`src/rtl/iotlb_pkg.sv`:
```
package iotlb_pkg;

  typedef enum logic [1:0] {
    FLT_NONE  = 2'd0,
    FLT_TRANS = 2'd1,
    FLT_PERM  = 2'd2,
    FLT_WALK  = 2'd3
  } fault_e;

  typedef enum logic [1:0] {
    INV_ALL      = 2'd0,
    INV_ASID     = 2'd1,
    INV_PAGE     = 2'd2,
    INV_ADDR_ALL = 2'd3
  } inv_e;

  typedef enum logic [1:0] {
    ST_IDLE = 2'd0,
    ST_REQ  = 2'd1,
    ST_WAIT = 2'd2
  } walk_state_e;

  typedef struct packed {
    logic latchReq;
    logic rspHit;
    logic rspTrans;
    logic rspWalkOk;
    logic rspWalkErr;
    logic install;
  } ctl_s;

endpackage

```
`src/rtl/iotlb_dp.sv`:
```
module iotlb_dp
  import iotlb_pkg::*;
#(
  parameter int ADDR_W  = 32,
  parameter int ASID_W  = 16,
  parameter int GRAN_W  = 5,
  parameter int ENTRIES = 8
) (
  input  logic              clk,
  input  logic              rstN,
  input  ctl_s              ctl,
  input  logic [ADDR_W-1:0] lkAddr,
  input  logic [ASID_W-1:0] lkAsid,
  input  logic [GRAN_W-1:0] lkGran,
  input  logic              lkWrite,
  input  logic              cmdValid,
  input  logic [1:0]        cmdOp,
  input  logic [ASID_W-1:0] cmdAsid,
  input  logic [ADDR_W-1:0] cmdAddr,
  input  logic [ADDR_W-1:0] walkRspBase,
  input  logic [ADDR_W-1:0] walkRspMask,
  input  logic              walkRspWritable,
  output logic              hitAny,
  output logic [ADDR_W-1:0] walkAddr,
  output logic [ASID_W-1:0] walkAsid,
  output logic [GRAN_W-1:0] walkGran,
  output logic              walkWrite,
  output logic              rspValid,
  output logic [1:0]        rspFault,
  output logic [ADDR_W-1:0] rspAddr,
  output logic [ADDR_W-1:0] rspMask,
  output logic              rspRnw
);

  localparam int IDX_W = (ENTRIES > 1) ? $clog2(ENTRIES) : 1;

  function automatic logic [ADDR_W-1:0] maskOf(input logic [GRAN_W-1:0] g);
    return (ADDR_W'(1) << g) - ADDR_W'(1);
  endfunction

  logic [ENTRIES-1:0] vld;
  logic [ASID_W-1:0]  asidQ [ENTRIES];
  logic [ADDR_W-1:0]  tagQ  [ENTRIES];
  logic [ADDR_W-1:0]  baseQ [ENTRIES];
  logic [ADDR_W-1:0]  maskQ [ENTRIES];
  logic [GRAN_W-1:0]  granQ [ENTRIES];
  logic [ENTRIES-1:0] wrQ;

  logic [ADDR_W-1:0]  lkMask, lkTag, pOrig;
  logic [ENTRIES-1:0] hitVec, killVec;

  assign lkMask = maskOf(lkGran);
  assign lkTag  = lkAddr & ~lkMask;

  for (genvar i = 0; i < ENTRIES; i++) begin : g_ent
    logic asidEq;
    assign asidEq    = (asidQ[i] == lkAsid);
    assign hitVec[i] = vld[i] && asidEq && (tagQ[i] == lkTag);

    logic invHit;
    always_comb begin
      unique case (inv_e'(cmdOp))
        INV_ASID: invHit = (asidQ[i] == cmdAsid);
        INV_PAGE: invHit = (asidQ[i] == cmdAsid) &&
                           ((cmdAddr & ~maskOf(granQ[i])) == tagQ[i]);
        default:  invHit = 1'b1;
      endcase
    end
    assign killVec[i] = cmdValid && invHit;
  end

  logic [ADDR_W-1:0] selBase, selMask;
  logic              selWr;
  always_comb begin
    hitAny  = 1'b0;
    selBase = '0;
    selMask = '0;
    selWr   = 1'b0;
    for (int i = ENTRIES - 1; i >= 0; i--) begin
      if (hitVec[i]) begin
        hitAny  = 1'b1;
        selBase = baseQ[i];
        selMask = maskQ[i];
        selWr   = wrQ[i];
      end
    end
  end

  logic             full;
  logic [IDX_W-1:0] freeIdx, insIdx;
  always_comb begin
    freeIdx = '0;
    for (int i = ENTRIES - 1; i >= 0; i--)
      if (!vld[i]) freeIdx = IDX_W'(i);
  end
  assign full   = &vld;
  assign insIdx = full ? '0 : freeIdx;

  always_ff @(posedge clk) begin
    if (!rstN) begin
      vld <= '0;
    end else begin
      for (int i = 0; i < ENTRIES; i++) begin
        if (killVec[i] || (ctl.install && full)) vld[i] <= 1'b0;
        if (ctl.install && insIdx == IDX_W'(i)) vld[i] <= 1'b1;
      end
    end
  end

  always_ff @(posedge clk) begin
    for (int i = 0; i < ENTRIES; i++) begin
      if (ctl.install && insIdx == IDX_W'(i)) begin
        asidQ[i] <= walkAsid;
        tagQ[i]  <= walkAddr;
        granQ[i] <= walkGran;
        baseQ[i] <= walkRspBase;
        maskQ[i] <= walkRspMask;
        wrQ[i]   <= walkRspWritable;
      end
    end
  end

  always_ff @(posedge clk) begin
    if (!rstN) begin
      walkAddr  <= '0;
      walkAsid  <= '0;
      walkGran  <= '0;
      walkWrite <= 1'b0;
      pOrig     <= '0;
    end else if (ctl.latchReq) begin
      walkAddr  <= lkTag;
      walkAsid  <= lkAsid;
      walkGran  <= lkGran;
      walkWrite <= lkWrite;
      pOrig     <= lkAddr;
    end
  end

  always_ff @(posedge clk) begin
    if (!rstN) begin
      rspValid <= 1'b0;
      rspFault <= FLT_NONE;
      rspAddr  <= '0;
      rspMask  <= '0;
      rspRnw   <= 1'b0;
    end else begin
      rspValid <= ctl.rspHit | ctl.rspTrans | ctl.rspWalkOk | ctl.rspWalkErr;
      if (ctl.rspHit) begin
        rspRnw <= !lkWrite;
        if (lkWrite && !selWr) begin
          rspFault <= FLT_PERM;
          rspAddr  <= lkAddr;
          rspMask  <= '0;
        end else begin
          rspFault <= FLT_NONE;
          rspAddr  <= selBase + (lkAddr & lkMask);
          rspMask  <= selMask;
        end
      end else if (ctl.rspTrans) begin
        rspRnw   <= !lkWrite;
        rspFault <= FLT_TRANS;
        rspAddr  <= lkAddr;
        rspMask  <= '0;
      end else if (ctl.rspWalkOk) begin
        rspRnw   <= !walkWrite;
        rspFault <= FLT_NONE;
        rspAddr  <= walkRspBase + (pOrig & maskOf(walkGran));
        rspMask  <= walkRspMask;
      end else if (ctl.rspWalkErr) begin
        rspRnw   <= !walkWrite;
        rspFault <= FLT_WALK;
        rspAddr  <= pOrig;
        rspMask  <= '0;
      end
    end
  end

endmodule

```
`src/rtl/iotlb_ctrl.sv`:
```
module iotlb_ctrl
  import iotlb_pkg::*;
#(
  parameter int CNT_W = 32
) (
  input  logic             clk,
  input  logic             rstN,
  input  logic             lkValid,
  input  logic             lkTtSel,
  input  logic             hitAny,
  input  logic             cmdValid,
  input  logic             walkReqReady,
  input  logic             walkRspValid,
  input  logic             walkRspErr,
  output logic             lkReady,
  output logic             walkReqValid,
  output ctl_s             ctl,
  output logic [CNT_W-1:0] hitCount,
  output logic [CNT_W-1:0] missCount
);

  walk_state_e state;
  logic        discard, accept, rspNow;

  assign lkReady      = (state == ST_IDLE);
  assign walkReqValid = (state == ST_REQ);
  assign accept       = lkValid && lkReady;
  assign rspNow       = (state == ST_WAIT) && walkRspValid;

  always_comb begin
    ctl            = '0;
    ctl.rspTrans   = accept && !lkTtSel;
    ctl.rspHit     = accept && lkTtSel && hitAny;
    ctl.latchReq   = accept && lkTtSel && !hitAny;
    ctl.rspWalkOk  = rspNow && !walkRspErr;
    ctl.rspWalkErr = rspNow && walkRspErr;
    ctl.install    = rspNow && !walkRspErr && !discard && !cmdValid;
  end

  always_ff @(posedge clk) begin
    if (!rstN) begin
      state     <= ST_IDLE;
      discard   <= 1'b0;
      hitCount  <= '0;
      missCount <= '0;
    end else begin
      if (ctl.rspHit)   hitCount  <= hitCount + 1'b1;
      if (ctl.latchReq) missCount <= missCount + 1'b1;
      if (ctl.latchReq)           discard <= cmdValid;
      else if (!lkReady && cmdValid) discard <= 1'b1;
      unique case (state)
        ST_IDLE: if (ctl.latchReq) state <= ST_REQ;
        ST_REQ:  if (walkReqReady) state <= ST_WAIT;
        ST_WAIT: if (walkRspValid) state <= ST_IDLE;
        default: state <= ST_IDLE;
      endcase
    end
  end

endmodule

```
`src/rtl/iotlb_cache.sv`:
```
module iotlb_cache
  import iotlb_pkg::*;
#(
  parameter int ADDR_W  = 32,
  parameter int ASID_W  = 16,
  parameter int GRAN_W  = 5,
  parameter int ENTRIES = 8,
  parameter int CNT_W   = 32
) (
  input  logic              clk,
  input  logic              rstN,
  input  logic              lkValid,
  output logic              lkReady,
  input  logic [ADDR_W-1:0] lkAddr,
  input  logic [ASID_W-1:0] lkAsid,
  input  logic [GRAN_W-1:0] lkGran,
  input  logic              lkWrite,
  input  logic              lkTtSel,
  output logic              rspValid,
  output logic [1:0]        rspFault,
  output logic [ADDR_W-1:0] rspAddr,
  output logic [ADDR_W-1:0] rspMask,
  output logic              rspRnw,
  output logic              walkReqValid,
  input  logic              walkReqReady,
  output logic [ADDR_W-1:0] walkAddr,
  output logic [ASID_W-1:0] walkAsid,
  output logic [GRAN_W-1:0] walkGran,
  output logic              walkWrite,
  input  logic              walkRspValid,
  input  logic              walkRspErr,
  input  logic [ADDR_W-1:0] walkRspBase,
  input  logic [ADDR_W-1:0] walkRspMask,
  input  logic              walkRspWritable,
  input  logic              cmdValid,
  input  logic [1:0]        cmdOp,
  input  logic [ASID_W-1:0] cmdAsid,
  input  logic [ADDR_W-1:0] cmdAddr,
  output logic [CNT_W-1:0]  hitCount,
  output logic [CNT_W-1:0]  missCount
);

  ctl_s ctl;
  logic hitAny;

  iotlb_ctrl #(.CNT_W(CNT_W)) uCtrl (
    .clk(clk), .rstN(rstN), .lkValid(lkValid), .lkTtSel(lkTtSel),
    .hitAny(hitAny), .cmdValid(cmdValid), .walkReqReady(walkReqReady),
    .walkRspValid(walkRspValid), .walkRspErr(walkRspErr),
    .lkReady(lkReady), .walkReqValid(walkReqValid), .ctl(ctl),
    .hitCount(hitCount), .missCount(missCount)
  );

  iotlb_dp #(.ADDR_W(ADDR_W), .ASID_W(ASID_W), .GRAN_W(GRAN_W), .ENTRIES(ENTRIES)) uDp (
    .clk(clk), .rstN(rstN), .ctl(ctl),
    .lkAddr(lkAddr), .lkAsid(lkAsid), .lkGran(lkGran), .lkWrite(lkWrite),
    .cmdValid(cmdValid), .cmdOp(cmdOp), .cmdAsid(cmdAsid), .cmdAddr(cmdAddr),
    .walkRspBase(walkRspBase), .walkRspMask(walkRspMask),
    .walkRspWritable(walkRspWritable), .hitAny(hitAny),
    .walkAddr(walkAddr), .walkAsid(walkAsid), .walkGran(walkGran),
    .walkWrite(walkWrite), .rspValid(rspValid), .rspFault(rspFault),
    .rspAddr(rspAddr), .rspMask(rspMask), .rspRnw(rspRnw)
  );

endmodule

```
`config.mk`:
```
export PLATFORM = sky130hd
export DESIGN_NAME = iotlb_cache
export DESIGN_NICKNAME = d
export VERILOG_FILES = /design/src/rtl/iotlb_pkg.sv /design/src/rtl/iotlb_dp.sv /design/src/rtl/iotlb_ctrl.sv /design/src/rtl/iotlb_cache.sv
export SDC_FILE = /design/constraint.sdc
export NUM_CORES = 2
export LEC_CHECK = 0
export BUFFER_PORTS_ARGS = -buffer_cell sky130_fd_sc_hd__buf_2
export CORE_MARGIN = 2
export CORE_UTILIZATION = 50
export DETAILED_ROUTE_END_ITERATION = 8
export PLACE_DENSITY = 0.66
export SETUP_SLACK_MARGIN = 0.5
export SLEW_MARGIN = 5
export SYNTH_ARGS = -nofsm -noshare
export SYNTH_HDL_FRONTEND = slang
export SYNTH_HIERARCHICAL = 1
export SYNTH_SLANG_ARGS = --single-unit
```
`constraint.sdc`:
```
create_clock -name clk -period 13.3 [get_ports clk]
set_input_delay 2.66 -clock clk [delete_from_list [all_inputs] [get_ports clk]]
set_output_delay 2.66 -clock clk [all_outputs]
set_load 0.1 [all_outputs]
```
==> metrics.md <==
| Metric | Value |
|---|---|
| Top delay family on crit path | compound AO/OA/AOI/OAI gates |
| Worst R2R Setup Slack | 4690 ps |
| Die Y | 363 um |
| Post_cts resized | 0 |
| Buffers on Ports | 364 |
| Most used cell, CP | o21ai_0 |
| RSZ-0062 raised after global routing | false |
| GP Congestion | 1.11 |
| Hold EP | uDp/rspMask[7]$_SDFFE_PN0P_ |
| R2R depth | 27 |
| Switching part of the total | 25.9% |
| Worst hold path cell count | 2 |
| Via count | 57.0k |
| Int Pwr | 6.16 mW |
| Setup-failing EPs final | 0 |
| Final Hold Viols | 0 |
| First-pass GRT wire length | 403000 um |
| 1st-iter DRT viols | 8692 |
| Global Route Usage Sum | 43.4% |
| Worst skew pair latency | 810 ps |
| Area after DPL | 68100 um^2 |
| Peak supply drop | 0.118 mV |
| LEAKAGE | 25.3 nW |
| Sw Pwr | 2.15 mW |
| Critical R2R Capture | uDp/rspAddr[28]$_SDFFE_PN0P_ |
| Post-synthesis sequential area ratio | 51.0% |
| Commonest cells post-synth | 944 x edfxtp_1, 569 x nor2_1, 540 x nand2_1 |
| Chip width | 363 um |
| WL/cell | 35.3 um |
| Design area | 72200 um^2 |
| Vias/cell | 6.84 |
| Overall Power | 8.32 mW |
| Post-synth net total | 6588 |
| Hold buffer count at CTS | 0 |
| Hold Crit Start | uDp/rspMask[7]$_SDFFE_PN0P_ |
| Final Max Slew Viols | 0 |
| Mapped Avg Cell Area | 10.2 um^2 |
| CTS clk-pin slew, worst paths | 70 ps |
| Sequential share of power | 48.2% |
| P&R area growth vs syn | 11.8% |
| Synth area leaders | edfxtp_1 44%, dfxtp_1 7.1%, xor2_1 5.5% |
| # H-tree levels | 3 |
| Total gr overflow | 0 |
| Post-Syn Instances | 6333 |
| Final worst setup slack | 1920 ps |
| Share of the synthesized area in the top cell type | 43.9% |
| Fillers | 11.1k |
| Synth area leader | edfxtp_1 |
| DRC | 0 |
| Final period utilization | 85.6% |
| Setup Skew | 92.8 ps |
| Crit Reg-Reg Startpoint | uDp/tagQ[1][62]$_DFFE_PP_ |
| Worst slew pin tran | 1450 ps |
| Peak fanout along the critical path | 28 |
| Clock sinks | 1173 |
| Post-CTS setup buffer count | 0 |
| Root buffer cell | clkbuf_16 |
| Main synth FF type | edfxtp_1 |
| Std-Cell Rows | 131 |
| Failing checks | capacitance limit |
| I/O pins | 365 |
| Fin nets | 6809 |
| Die area | 132000 um^2 |
| Most numerous cell in the Yosys netlist | edfxtp_1 |
| Post-synth ARST share | 0% |
| Pre-CTS setup slack | 1530 ps |
| MaxCap Viol Count | 1 |
| Worst path bufs/invs | 5 |
| Post-synth EDFFs | 944 |
| Critical path arrival | 12130 ps |
| Clock Tree Buf Depth | 3 |
| Post-DP HPWL | 215000 um |
| Crit-path slowest cell | nor4_4 |
| Comb pwr share | 9.5% |
| Synth unique cells | 103 |
| Fmax | 87.8 MHz |
| ANT nets after route | 0 |
| Sum of negative setup slack | 0 ps |
| CP Capture Type | flop |
| Pre-Repair DR Iteration Count | 6 |
| Pwr dens | 115 nW/um^2 |
| Vias in the first global route | 51.8k |
| Status | finished with violations |
| Mapped cell area | 64600 um^2 |
| CTS Buf Count | 119 |
| Yosys warnings | 6 |
| Max-slew headroom | 2.13% |
| Clk pwr share | 42.4% |
| Core Area | 128000 um^2 |
| Hold/Removal Path Class | reg -> reg |
| Total routed wirelength | 294000 um |
| Largest net degree at the start of global routing | 120 |
| Peak per-stage delay on the critical path | 780 ps |
| WP data required | 14050 ps |
| Share of cells above drive strength 1 | 12.1% |
| Critical path startpoint category | input pin |
| Initial core utilization | 50.5% |
| CTS tree | built |
| Fin crit period | 11380 ps |
| CP Class | in -> reg |
| Initial antenna violation count | 30 |
| Synthesized flop and latch total | 1173 |
==> cell usage in the layout (no fill, tap or decap), types with 32 or more instances in the layout <==
cell       count
edfxtp_1     944
o311a_1       32
o21a_1        32
a21o_1        51
nor3_1       156
o21ai_0      348
a221oi_1      78
a21oi_1      278
nand4_1      134
buf_4        141
ha_1          76
inv_1        128
clkbuf_16    123
nand3_1      258
dfxtp_1      228
nor4_1       150
or3_1         32
xnor2_1      364
o211ai_1      78
mux2i_1      105
nand2_1      540
a31oi_1      111
clkbuf_1      35
nand2b_1      64
and2_1        49
nor2b_1       56
xor2_1       403
and3_1        54
buf_2        364
nor2_1       558
==> layer usage <==
layer	wire length (um)	track usage, %	vias to the layer above
met1	113000	58.2	28000
met2	125000	63.6	4165
met5	159	0	-
met3	36300	11.1	841
li1	-	-	24000
met4	20500	25.2	26
==> sequential cells by signal, summed over array words and instances (netlist names), 40 cells and up <==
name	cells
uDp/baseQ	256
uDp/maskQ	256
uDp/tagQ	256
uDp/asidQ	128
uDp/granQ	40
==> metrics by stage <==
| stage | hold WS, ps | utilization [%] | instances |
|---|---|---|---|
| final | 475 | 56.5 | 8333 |
| after global routing | 492 | 56.5 | 8324 |
| after CTS | 473 | 56.5 | 8321 |
| after detailed placement | 464 | 53.3 | 8094 |
| after global placement | 455 | 53.3 | 8094 |
| after floorplan | 445 | - | 6333 |
==> worst max-delay path by stage <==
stage                                   end        from  slack, ps  cells after the start
2_1_floorplan     uDp/asidQ[0][0]$_DFFE_PP_  walkRspErr       1330                      3
4_1_cts        uDp/rspAddr[28]$_SDFFE_PN0P_   lkGran[2]       2400                     34
3_5_place_dp   uDp/rspAddr[28]$_SDFFE_PN0P_   lkGran[2]       1530                     34
6_report       uDp/rspAddr[28]$_SDFFE_PN0P_   lkGran[2]       1920                     34
5_1_grt        uDp/rspAddr[28]$_SDFFE_PN0P_   lkGran[2]       1300                     34
3_3_place_gp   uDp/rspAddr[31]$_SDFFE_PN0P_   lkGran[2]       1790                     33
==> power by group through the flow <==
| stage | registers, mW | clock network, mW | logic [mW] |
|---|---|---|---|
| after floorplan | 4.17 | 0 | 0.351 |
| after global placement | 4.08 | 0 | 0.751 |
| after detailed placement | 4.08 | 0 | 0.754 |
| after CTS | 4.01 | 3.54 | 0.757 |
| after global routing | 4.01 | 3.67 | 0.809 |
| final | 4.01 | 3.52 | 0.787 |
==> kinds of logic (layout without fill, tap and decap cells) <==
logic type | after synthesis | in the layout | synth area share [%]
and+or+nand+nor | 2257 | 2257 | 17.4
AOI/OAI and AO/OA | 1385 | 1385 | 14.3
DFF | 1173 | 1173 | 51.0
xor gates and xnor gates | 767 | 767 | 10.4
buffers and inverters | 543 | 870 | 3.37
muxes | 130 | 130 | 2.06
adders and majority gates | 78 | 78 | 1.53
other | 0 | 11 | 0
==> cell type report <==
cell class	instances	area, um^2	area share (%)
Timing Repair Buffer	509	2950	4.08
Clock buffer	167	3330	4.61
Sequential cell	1173	32900	45.6
Inverter	134	505	0.700
Tap cell	1662	2080	2.88
Clock inverter	60	773	1.07
Multi-Input combinational cell	4617	29600	41.0
Antenna cell	11	27.5	0.0381
==> tightest hold or removal path: stages (launching register included) <==
cell	delay, ps
dfxtp_1	310
nand2_1	50
a31oi_1	70
No activity file was read; power rests on OpenSTA's default activity.
